File: config.mk
export PLATFORM = sky130hd
export DESIGN_NAME = irq_entry_ctrl
export DESIGN_NICKNAME = d
export VERILOG_FILES = /design/src/rtl/irq_entry_pkg.sv /design/src/rtl/irq_pin_detect.sv /design/src/rtl/irq_prio_select.sv /design/src/rtl/irq_entry_ctrl.sv
export SDC_FILE = /design/constraint.sdc
export NUM_CORES = 1
export LEC_CHECK = 0
export ABC_AREA = 0
export BUFFER_PORTS_ARGS = -buffer_cell sky130_fd_sc_hd__buf_2
export CORE_MARGIN = 4
export CORE_UTILIZATION = 43
export DETAILED_ROUTE_END_ITERATION = 8
export PLACE_DENSITY = 0.77
export SYNTH_ARGS = -nofsm -noshare
export SYNTH_HDL_FRONTEND = slang
export SYNTH_SLANG_ARGS = --single-unit
File: constraint.sdc
create_clock -name clk -period 1.5 [get_ports clk]
set_input_delay 0.15 -clock clk [delete_from_list [all_inputs] [get_ports clk]]
set_output_delay 0.15 -clock clk [all_outputs]
set_load 0.005 [all_outputs]
File: src/rtl/irq_entry_pkg.sv
package irq_entry_pkg;

    typedef enum logic [1:0] {
        ST_IDLE,
        ST_STACK,
        ST_MASK,
        ST_VECTOR
    } entry_state_e;

endpackage

File: src/rtl/irq_pin_detect.sv
module irq_pin_detect (
    input  logic clk,
    input  logic rst_n,
    input  logic irq_n,
    input  logic edge_mode,
    input  logic ack,
    output logic pending
);

    logic irq_prev;
    logic edge_latch;
    logic fall_seen;

    assign fall_seen = edge_mode && irq_prev && !irq_n;

    always_ff @(posedge clk or negedge rst_n) begin
        if (!rst_n) begin
            irq_prev   <= 1'b1;
            edge_latch <= 1'b0;
        end else begin
            irq_prev <= irq_n;
            if (fall_seen)
                edge_latch <= 1'b1;
            else if (ack)
                edge_latch <= 1'b0;
        end
    end

    assign pending = edge_mode ? edge_latch : !irq_n;


    edge_clear_chk: assert property (@(posedge clk) disable iff (!rst_n)
        (ack && !fall_seen) |=> !edge_latch);

endmodule

File: src/rtl/irq_prio_select.sv
module irq_prio_select #(
    parameter int NUM_PERIPH = 4,
    parameter int SRC_W      = $clog2(NUM_PERIPH + 2)
) (
    input  logic                  swi_req,
    input  logic                  irq_pend,
    input  logic [NUM_PERIPH-1:0] periph_req,
    input  logic                  hw_en,
    output logic                  hit,
    output logic [SRC_W-1:0]      src
);

    always_comb begin
        hit = 1'b0;
        src = '0;
        for (int i = NUM_PERIPH - 1; i >= 0; i--) begin
            if (hw_en && periph_req[i]) begin
                hit = 1'b1;
                src = SRC_W'(i + 2);
            end
        end
        if (hw_en && irq_pend) begin
            hit = 1'b1;
            src = SRC_W'(1);
        end
        if (swi_req) begin
            hit = 1'b1;
            src = '0;
        end
    end

endmodule

File: src/rtl/irq_entry_ctrl.sv
module irq_entry_ctrl
    import irq_entry_pkg::*;
#(
    parameter int NUM_PERIPH = 4,
    parameter int ADDR_W     = 16
) (
    input  logic                  clk,
    input  logic                  rst_n,
    input  logic                  irq_n,
    input  logic                  irq_edge_mode,
    input  logic                  swi_req,
    input  logic [NUM_PERIPH-1:0] periph_req,
    input  logic                  mask_i,
    input  logic                  insn_done,
    input  logic                  stack_done,
    output logic                  stack_req,
    output logic                  set_mask,
    output logic                  vec_valid,
    output logic [ADDR_W-1:0]     vec_addr,
    output logic                  swi_ack,
    output logic                  irq_ack,
    output logic [NUM_PERIPH-1:0] periph_ack
);

    localparam int SRC_W = $clog2(NUM_PERIPH + 2);

    entry_state_e     state_q, state_d;
    logic [SRC_W-1:0] src_q, src_pick;
    logic             pick_hit;
    logic             irq_pend;
    logic             mask_hold;
    logic             hw_en;

    assign hw_en = !(mask_i || mask_hold);

    irq_pin_detect u_pin (
        .clk       (clk),
        .rst_n     (rst_n),
        .irq_n     (irq_n),
        .edge_mode (irq_edge_mode),
        .ack       (irq_ack),
        .pending   (irq_pend)
    );

    irq_prio_select #(
        .NUM_PERIPH (NUM_PERIPH),
        .SRC_W      (SRC_W)
    ) u_prio (
        .swi_req    (swi_req),
        .irq_pend   (irq_pend),
        .periph_req (periph_req),
        .hw_en      (hw_en),
        .hit        (pick_hit),
        .src        (src_pick)
    );

    always_ff @(posedge clk or negedge rst_n) begin
        if (!rst_n) begin
            state_q   <= ST_IDLE;
            src_q     <= '0;
            mask_hold <= 1'b0;
        end else begin
            state_q <= state_d;
            if (state_q == ST_IDLE && state_d == ST_STACK)
                src_q <= src_pick;
            if (state_q == ST_MASK)
                mask_hold <= 1'b1;
            else if (mask_i)
                mask_hold <= 1'b0;
        end
    end

    always_comb begin
        state_d = state_q;
        unique case (state_q)
            ST_IDLE:   if (insn_done && pick_hit) state_d = ST_STACK;
            ST_STACK:  if (stack_done) state_d = ST_MASK;
            ST_MASK:   state_d = ST_VECTOR;
            ST_VECTOR: state_d = ST_IDLE;
        endcase
    end

    always_comb begin
        stack_req = (state_q == ST_STACK);
        set_mask  = (state_q == ST_MASK);
        vec_valid = (state_q == ST_VECTOR);
        vec_addr  = vec_valid
                  ? (ADDR_W'(0) - ADDR_W'(4) - (ADDR_W'(src_q) << 1))
                  : '0;
        swi_ack   = vec_valid && (src_q == SRC_W'(0));
        irq_ack   = vec_valid && (src_q == SRC_W'(1));
    end

    for (genvar g = 0; g < NUM_PERIPH; g++) begin : g_ack
        assign periph_ack[g] = vec_valid && (src_q == SRC_W'(g + 2));
    end


    mask_after_stack_chk: assert property (@(posedge clk) disable iff (!rst_n)
        set_mask |-> $past(stack_req && stack_done));


    vector_after_mask_chk: assert property (@(posedge clk) disable iff (!rst_n)
        vec_valid |-> $past(set_mask));


    stack_hold_chk: assert property (@(posedge clk) disable iff (!rst_n)
        (stack_req && !stack_done) |=> stack_req);


    entry_on_boundary_chk: assert property (@(posedge clk) disable iff (!rst_n)
        $rose(stack_req) |-> $past(insn_done));


    masked_hw_chk: assert property (@(posedge clk) disable iff (!rst_n)
        ($rose(stack_req) && $past(mask_i)) |-> (src_q == '0));


    nested_block_chk: assert property (@(posedge clk) disable iff (!rst_n)
        ($rose(stack_req) && $past(mask_hold)) |-> (src_q == '0));


    one_ack_chk: assert property (@(posedge clk) disable iff (!rst_n)
        $onehot0({swi_ack, irq_ack, periph_ack}));

endmodule

After elaboration in Yosys (flattened, before gate mapping)
Index checks and enable logic that the tools add are counted.
{"block": "word_totals", "ff_bits": 8, "latchBits": 0, "ram_bits": 0, "mem_bits_ro": 0, "in_bits": 12, "out_inout_bits": 25, "wordCells": 58, "n_memories": 0}
{"block": "classes", "addsub": 1, "multipliers": 0, "div": 0, "n_lt_le_gt_ge": 0, "eq_ne": 9, "n_shift": 0, "muxes": 21, "bitwise": 0, "n_reduce_logical": 22}
{"op": "2-to-1 mux 3 bit", "n": 6}
{"op": "2-to-1 mux 16 bit", "n": 1}
{"op": "logical AND 1 bit", "n": 15}
{"op": "2-to-1 mux 1 bit", "n": 11}
{"op": "case mux 2 bit (4 select lines)", "n": 1}
{"op": "equality test 3 x 2 -> 1 bit (second input constant)", "n": 2}
{"op": "equality test 3 bit (second input constant)", "n": 2}
{"op": "subtractor 3 x 5 -> 6 bit (first input constant)", "n": 1}
{"op": "equality test 2 x 1 -> 1 bit (second input constant)", "n": 2}
{"op": "equality test 2 bit (second input constant)", "n": 2}
{"op": "2-to-1 mux 2 bit", "n": 2}
{"op": "nonzero test 2 bit", "n": 2}
{"op": "equality test 3 x 1 -> 1 bit (second input constant)", "n": 1}
{"op": "zero test 3 bit", "n": 1}
{"op": "zero test 1 bit", "n": 2}
{"op": "zero test 2 bit", "n": 1}
{"op": "logical OR 1 bit", "n": 1}

Longest topological paths before layout
Gate-level depths: netlist of the first run.
{"block": "depth", "word_depth": 14, "mapped_depth": 4, "depth_no_buf": 4}

Cells and area by module
A second synthesis of the first run with hierarchy kept.
{"block": "unflattened", "cells_unflattened": 72, "area_unflattened_um2": 665.6}
{"module": "irq_entry_ctrl", "n_inst": 1, "cells_per_inst": 54, "area_each_um2": 519.2, "seq_area_each_um2": 150.1}
{"module": "irq_pin_detect", "n_inst": 1, "cells_per_inst": 7, "area_each_um2": 80.1, "seq_area_each_um2": 51.3}
{"module": "irq_prio_select", "n_inst": 1, "cells_per_inst": 11, "area_each_um2": 66.3, "seq_area_each_um2": 0.0}

Worst setup path before layout of the first run
No wires, ideal clock.
{"block": "synth_timing", "kind": "register -> register", "from": "register state_q[1]", "to": "register src_q[0]", "setup_time_ps": 75, "arrival_time_ps": 1233, "required_ps": 1425, "setup_slack_ps": 192, "path_stages_with_launch": 5, "path_buffers": 0, "synth_period_minus_slack_ps": 1308, "cell_sequence": "dfrtp_1 or3b_4 nor3_2 a21boi_1 o21bai_2"}
{"block": "synth_via", "elab_chain_len": 4}
{"element": "from (decl)", "line": "irq_entry_ctrl.sv:27", "source": "entry_state_e state_q, state_d;"}
{"element": "from (signal assigned)", "line": "irq_entry_ctrl.sv:63", "source": "state_q <= state_d;"}
{"element": "equality test 2 bit, or another cell as far along", "line": "irq_entry_ctrl.sv:75", "source": "unique case (state_q)"}
{"element": "case mux 2 bit (4 select lines)", "line": "irq_entry_ctrl.sv:75"}
{"element": "equality test 2 x 1 -> 1 bit", "line": "irq_entry_ctrl.sv:64", "source": "if (state_q == ST_IDLE && state_d == ST_STACK)"}
{"element": "logical AND 1 bit *", "line": "irq_entry_ctrl.sv:64"}
{"element": "to (signal assigned)", "line": "irq_entry_ctrl.sv:65", "source": "src_q <= src_pick;"}
{"element": "to (decl)", "line": "irq_entry_ctrl.sv:28", "source": "logic [SRC_W-1:0] src_q, src_pick;"}
Every way passes the cells marked *; elsewhere a longest branch is shown, timed or not.
A chain may end at the register's enable or synchronous reset.

Final worst setup path of the first run
Ends and elaborated chain as after synthesis.

==> results of run 1 <==
-- layer usage --
metal  up-vias  track usage (%)  part of all wire (%)
met5         -                0                     0
met4         0             11.3                   3.4
met3         5             2.26                   8.4
met2        26             20.8                    50
met1       263             14.7                    38
li1        297                -                     -
-- per-stage QoR --
stage / worst slack, ns / hold slack, ns
final: 0.0796 / 0.0178
after floorplan: 0.192 / -0.146
after CTS: 0.00215 / 0.0124
after global placement: 0.157 / -0.000797
after detailed placement: 0.117 / 0.000962
after global routing: 0.00315 / 0.0145
-- sequential cells by signal, indices dropped and copies added, names as in the netlist --
name	count
u_pin.edge_latch	1
state_q	2
u_pin.irq_prev	1
src_q	3
mask_hold	1
-- cells in the mapped netlist, types with 2 or more instances --
cell     instances  area, um^2
buf_4           12        90.1
and2_1           4        25.0
dfrtp_1          7         175
nor3_2           2        20.0
nand3_1          2        10.0
and3_1           2        12.5
nand2_1          7        26.3
nor2b_1          3        18.8
ha_1             5        62.6
nor2_1           6        22.5
inv_1            5        18.8
-- area by class of cell --
cell class	instances	area, um^2
fillers	147	661
repair buffers	37	193
well taps	16	20.0
inverters	6	22.5
multi-input cells	51	378
flip-flops and latches	8	206
clock buffers	4	26.3
-- logic make-up after synthesis --
kind of cell    count (synthesis)  synth area share (%)
mux                             1                  2.20
flops                           8                  29.5
other cells                     1                 0.549
compound gates                 11                  13.4
buf+inv                        18                  16.5
simple gates                   32                  27.5
xor+xnor                        1                  1.28
fa+ha+maj                       5                  9.16
-- repair_timing --
item,in CTS,in global routing
hold endpoints to repair,8,0
hold buffers,1,0
pin swaps,0,0
setup buffers,0,1
setup endpoints to repair,3,8
gates resized for setup,2,6
-- report_power, final --
part	total [uW]	internal (uW)	leakage [uW]	switching, uW
logic	631	306	0.000379	325
registers	414	308	0.0000910	106
clock network	184	102	0.0000150	81.3
-- worst paths after layout --
check	slack (ns)	cells after the start	endpoint
max	0.08	4	src_q[0]
min	0.02	1	u_pin.irq_prev
max reg2reg	0.08	4	src_q[0]
min reg2reg	0.52	2	u_pin.edge_latch
max in group asynchronous	1.00	2	u_pin.irq_prev
min in group asynchronous	0.25	2	mask_hold
==> metrics, run 1 <==
CP Data Required Time=1.68 ns; die width=47.9 um; status=complete, no violations; Core Area=1510 um^2; Final Max Tran Viols=0; Cell Rows=14; Post-Syn Area=683 um^2; first-pass GRT wire length=2040 um; layout cells sized above 1=54.7%; Leak Pwr=0.000485 uW; Avg Inst Size Synth=8.87 um^2; worst r2r src=state_q[1]; die area=2290 um^2; CTS H-tree lvls=1; synth unique cells=33; die height=47.9 um; Final Cell Area=846 um^2; Worst-path clk slew=0.06 ns; Routed Antenna Nets=0; CTS Sinks=8; WP data arrival=1.60 ns; CP startpoint=state_q[1]; worst stage delay on the critical path=0.44 ns; Hold Crit Class=primary input to register; crit-path cells=or3b_4 > nor3_2 > a21boi_2 > o21bai_2; largest net degree at the start of global routing=15; drt drc=0; Clock Latency Late Sink=0.27 ns; fin crit share=94.7%; post-detail-place hpwl=1130 um; total power=1230 uW; kind of critical path=register to register; number of flops mapped to enable cells by yosys=0; Ports=37; Finished Layout Cells=122; # diodes=0; PortBufs=35; CP Max Fanout=5; maxcap violations=0; Nets=124; Async S/R FF share, synth=100%; Final Setup Violations=0; GRT overflow=0; most common cell after layout, fill and taps aside=buf_2; Starting Density=45.3%; yosys warns=0; placer congestion estimate=0.789; gr usage total=13.0%; vias in the first global route=495; Util after Layout=56.1%; Pre-antenna DRT Iters=4; flops & latches, synth=8; CP Launch Type=register; number of CTS-inserted buffers=3; Cells after Synth=77; crit path time final=1.42 ns; initial antenna violation count=0; commonest cells after routing, fill and taps aside=buf_2, nand2_1, nor2_1, ha_1; Root Buffer=clkbuf_4; TritonCTS clock tree=done; Main synth FF type=dfrtp_1; Syn Nets=94; per-cell routed wire length=11.8 um; Cell Area, Placed=788 um^2; CP Capture Type=register; Pwr per Cell Area=1450 nW/um^2; Final Hold Fails=0; RSZ-0062 raised after global routing=false; Worst Path Buf+Inv=0; vias per inst=4.84; placed cells=116; VDD IR max=0.715 mV; synth-to-layout area growth=23.8%; Initial DRC Count=4; DR vias=591; critical path's slowest cell=dfrtp_2; CP top delay family=simple AND/OR/NAND/NOR gates; Hold Path Origin=irq_n; Clock Path Buffers=2; Fmax achieved=0.704 GHz; Setup TNS=0 ns; total routed wirelength=1440 um; Clock Skew=0.0125 ns; post-synthesis sequential area ratio=29.5%
(Power assumes the default switching activity.)
==> inputs of run 2 (changes only) <==
BUFFER_PORTS_ARGS = -buffer_cell sky130_fd_sc_hd__clkbuf_2   (was -buffer_cell sky130_fd_sc_hd__buf_2)
GPL_ROUTABILITY_DRIVEN = 1   (was default)
MAX_ROUTING_LAYER = met4   (was default)
==> metrics, run 2 (synthesized netlist as in run 1, its figures left out) <==
fin crit share=94.0% (-0.71 points); Psw=495 uW (-3.4%); Final Max Tran Viols=0 (unchanged); per-cell routed wire length=10.6 um (-9.8%); DR vias=589 (-0.34%); vias in the first global route=493 (-0.40%); commonest cells after routing, fill and taps aside=clkbuf_2, nand2_1; worst r2r path cells=3 (-1); synth-to-layout area growth=24.5%; CP Capture Type=register; CTS H-tree lvls=1 (unchanged); VDD IR max=0.785 mV (+9.8%); pre-CTS setup slack=0.105 ns (-0.0116 ns); PortBufs=35 (unchanged); Finished Layout Cells=123 (+0.82%); worst r2r dst=src_q[1]; Cell Rows=14 (unchanged); Routed Antenna Nets=0 (unchanged); crit-path cells=or3b_4 > a311oi_2 > o21ai_1; status=complete, no violations; Leak Pwr=0.000479 uW (-1.1%); largest registers=src_q x3, state_q x2; area of the multi-input gates=378 um^2 (unchanged); kind of critical path=register to register; Initial DRC Count=8 (+4); Sequential Power Share=33.4% (-0.3 points); RSZ-0062 raised after global routing=false; vias per inst=4.79 (-1.1%); most common cell after layout, fill and taps aside=clkbuf_2; Final Cell Area=851 um^2 (+0.59%); Crit path depth=3 (-1); Worst-path clk slew=0.06 ns (about the same); CP Max Fanout=5 (unchanged); crit path time final=1.41 ns (-0.0107 ns); Clock Path Buffers=2 (unchanged); TritonCTS clock tree=done; die height=47.9 um (unchanged); Sw Ratio=40.7% (-0.96 points); first-pass GRT wire length=2050 um (+0.69%); Clock power frac=14.9% (about the same); max reg flops=3 (unchanged); Reg with most FFs=src_q; worst r2r src=state_q[1]; critical path's slowest cell=or3b_4; Starting Density=45.3% (unchanged); Ports=37 (unchanged); Worst Path Buf+Inv=0 (unchanged); initial antenna violation count=0 (unchanged); Core Area=1510 um^2 (unchanged); r2r setup slk=0.09 ns (about the same); placed cells=117 (+0.86%); Hold Crit Class=primary input to register; die area=2290 um^2 (unchanged); post-detail-place hpwl=1140 um (+1.1%); largest net degree at the start of global routing=13 (-2); layout cells sized above 1=52.3% (-2.4 points); Cell Area, Placed=796 um^2 (+0.95%); Root Buffer=clkbuf_4; Final Setup Violations=0 (unchanged); GRT overflow=0 (unchanged); Clock Latency Late Sink=0.26 ns (about the same); maxcap violations=0 (unchanged); Nets=125 (+0.81%); gr usage total=13.0% (about the same); Fmax achieved=0.709 GHz (+0.76%); setup ws final=0.0902 ns (+0.0107 ns); Final Hold Fails=0 (unchanged); # diodes=0 (unchanged); drt drc=0 (unchanged); CP endpoint=src_q[1]; combinational power share=51.8% (+0.5 points); # fillers=142 (-3.4%); placer congestion estimate=0.783 (-0.86%); Setup TNS=0 ns (unchanged); worst stage delay on the critical path=0.44 ns (about the same); total routed wirelength=1310 um (-9.1%); number of CTS-inserted buffers=3 (unchanged); die width=47.9 um (unchanged); Pwr per Cell Area=1430 nW/um^2 (-1.7%); Pre-antenna DRT Iters=4 (unchanged); CTS Sinks=8 (unchanged); flip-flop and latch area=204 um^2 (-1.2%); CP startpoint=state_q[1]; CP top delay family=simple AND/OR/NAND/NOR gates; Internal=720 uW (+0.52%); WP data arrival=1.55 ns (-0.05 ns); Clock Skew=0.0117 ns (-0.000816 ns); CP Launch Type=register; CP Data Required Time=1.64 ns (-0.04 ns)
## run 2: timing repair
item,CTS,global route
hold buffers,1,0
setup endpoints to repair,0,7
hold endpoints to repair,8,0
gates resized for setup,0,5
buffers inserted,0,1
## run 2: worst min path at each step
stage          startpoint        endpoint  slack [ns]  depth (start not counted)
2_1_floorplan       rst_n       mask_hold       -0.15                          0
3_3_place_gp        rst_n      state_q[0]       0.005                          1
3_5_place_dp        rst_n      state_q[0]       0.007                          1
4_1_cts             irq_n  u_pin.irq_prev        0.01                          1
5_1_grt             irq_n  u_pin.irq_prev        0.02                          1
6_report            irq_n  u_pin.irq_prev       0.006                          1
## run 2: layout make-up
type,count,share of cell area (%)
Inverter,6,2.65
Tap cell,16,2.35
Sequential cell,8,24.0
Multi-Input combinational cell,51,44.4
Clock buffer,4,3.09
Timing Repair Buffer,38,23.5
## run 2: per-layer routing
layer  global-route usage [%]  wire (um)  up-vias  part of all wire [%]
met3                     1.13        105        4                   8.0
met1                     15.8        546      255                    42
met5                        -          0        -                     0
met2                     20.6        616       26                    47
met4                     8.06         40        0                   3.1
li1                         -          -      304                     -
## run 2: stage by stage
step                      power [uW]  hold WS, ns  util, %
after floorplan                  866       -0.146        -
after global placement           994      0.00456     52.8
after detailed placement        1010      0.00663     52.8
after CTS                       1200       0.0114     55.2
after global routing            1340       0.0186     56.5
final                           1210      0.00646     56.5
## run 2: power by group through the flow
stage | logic [uW] | clock network (uW) | registers [uW]
6_report | 629 | 180 | 405
5_1_grt | 729 | 189 | 422
4_1_cts | 618 | 181 | 397
3_5_place_dp | 614 | 0 | 401
3_3_place_gp | 600 | 0 | 394
2_1_floorplan | 491 | 0 | 375
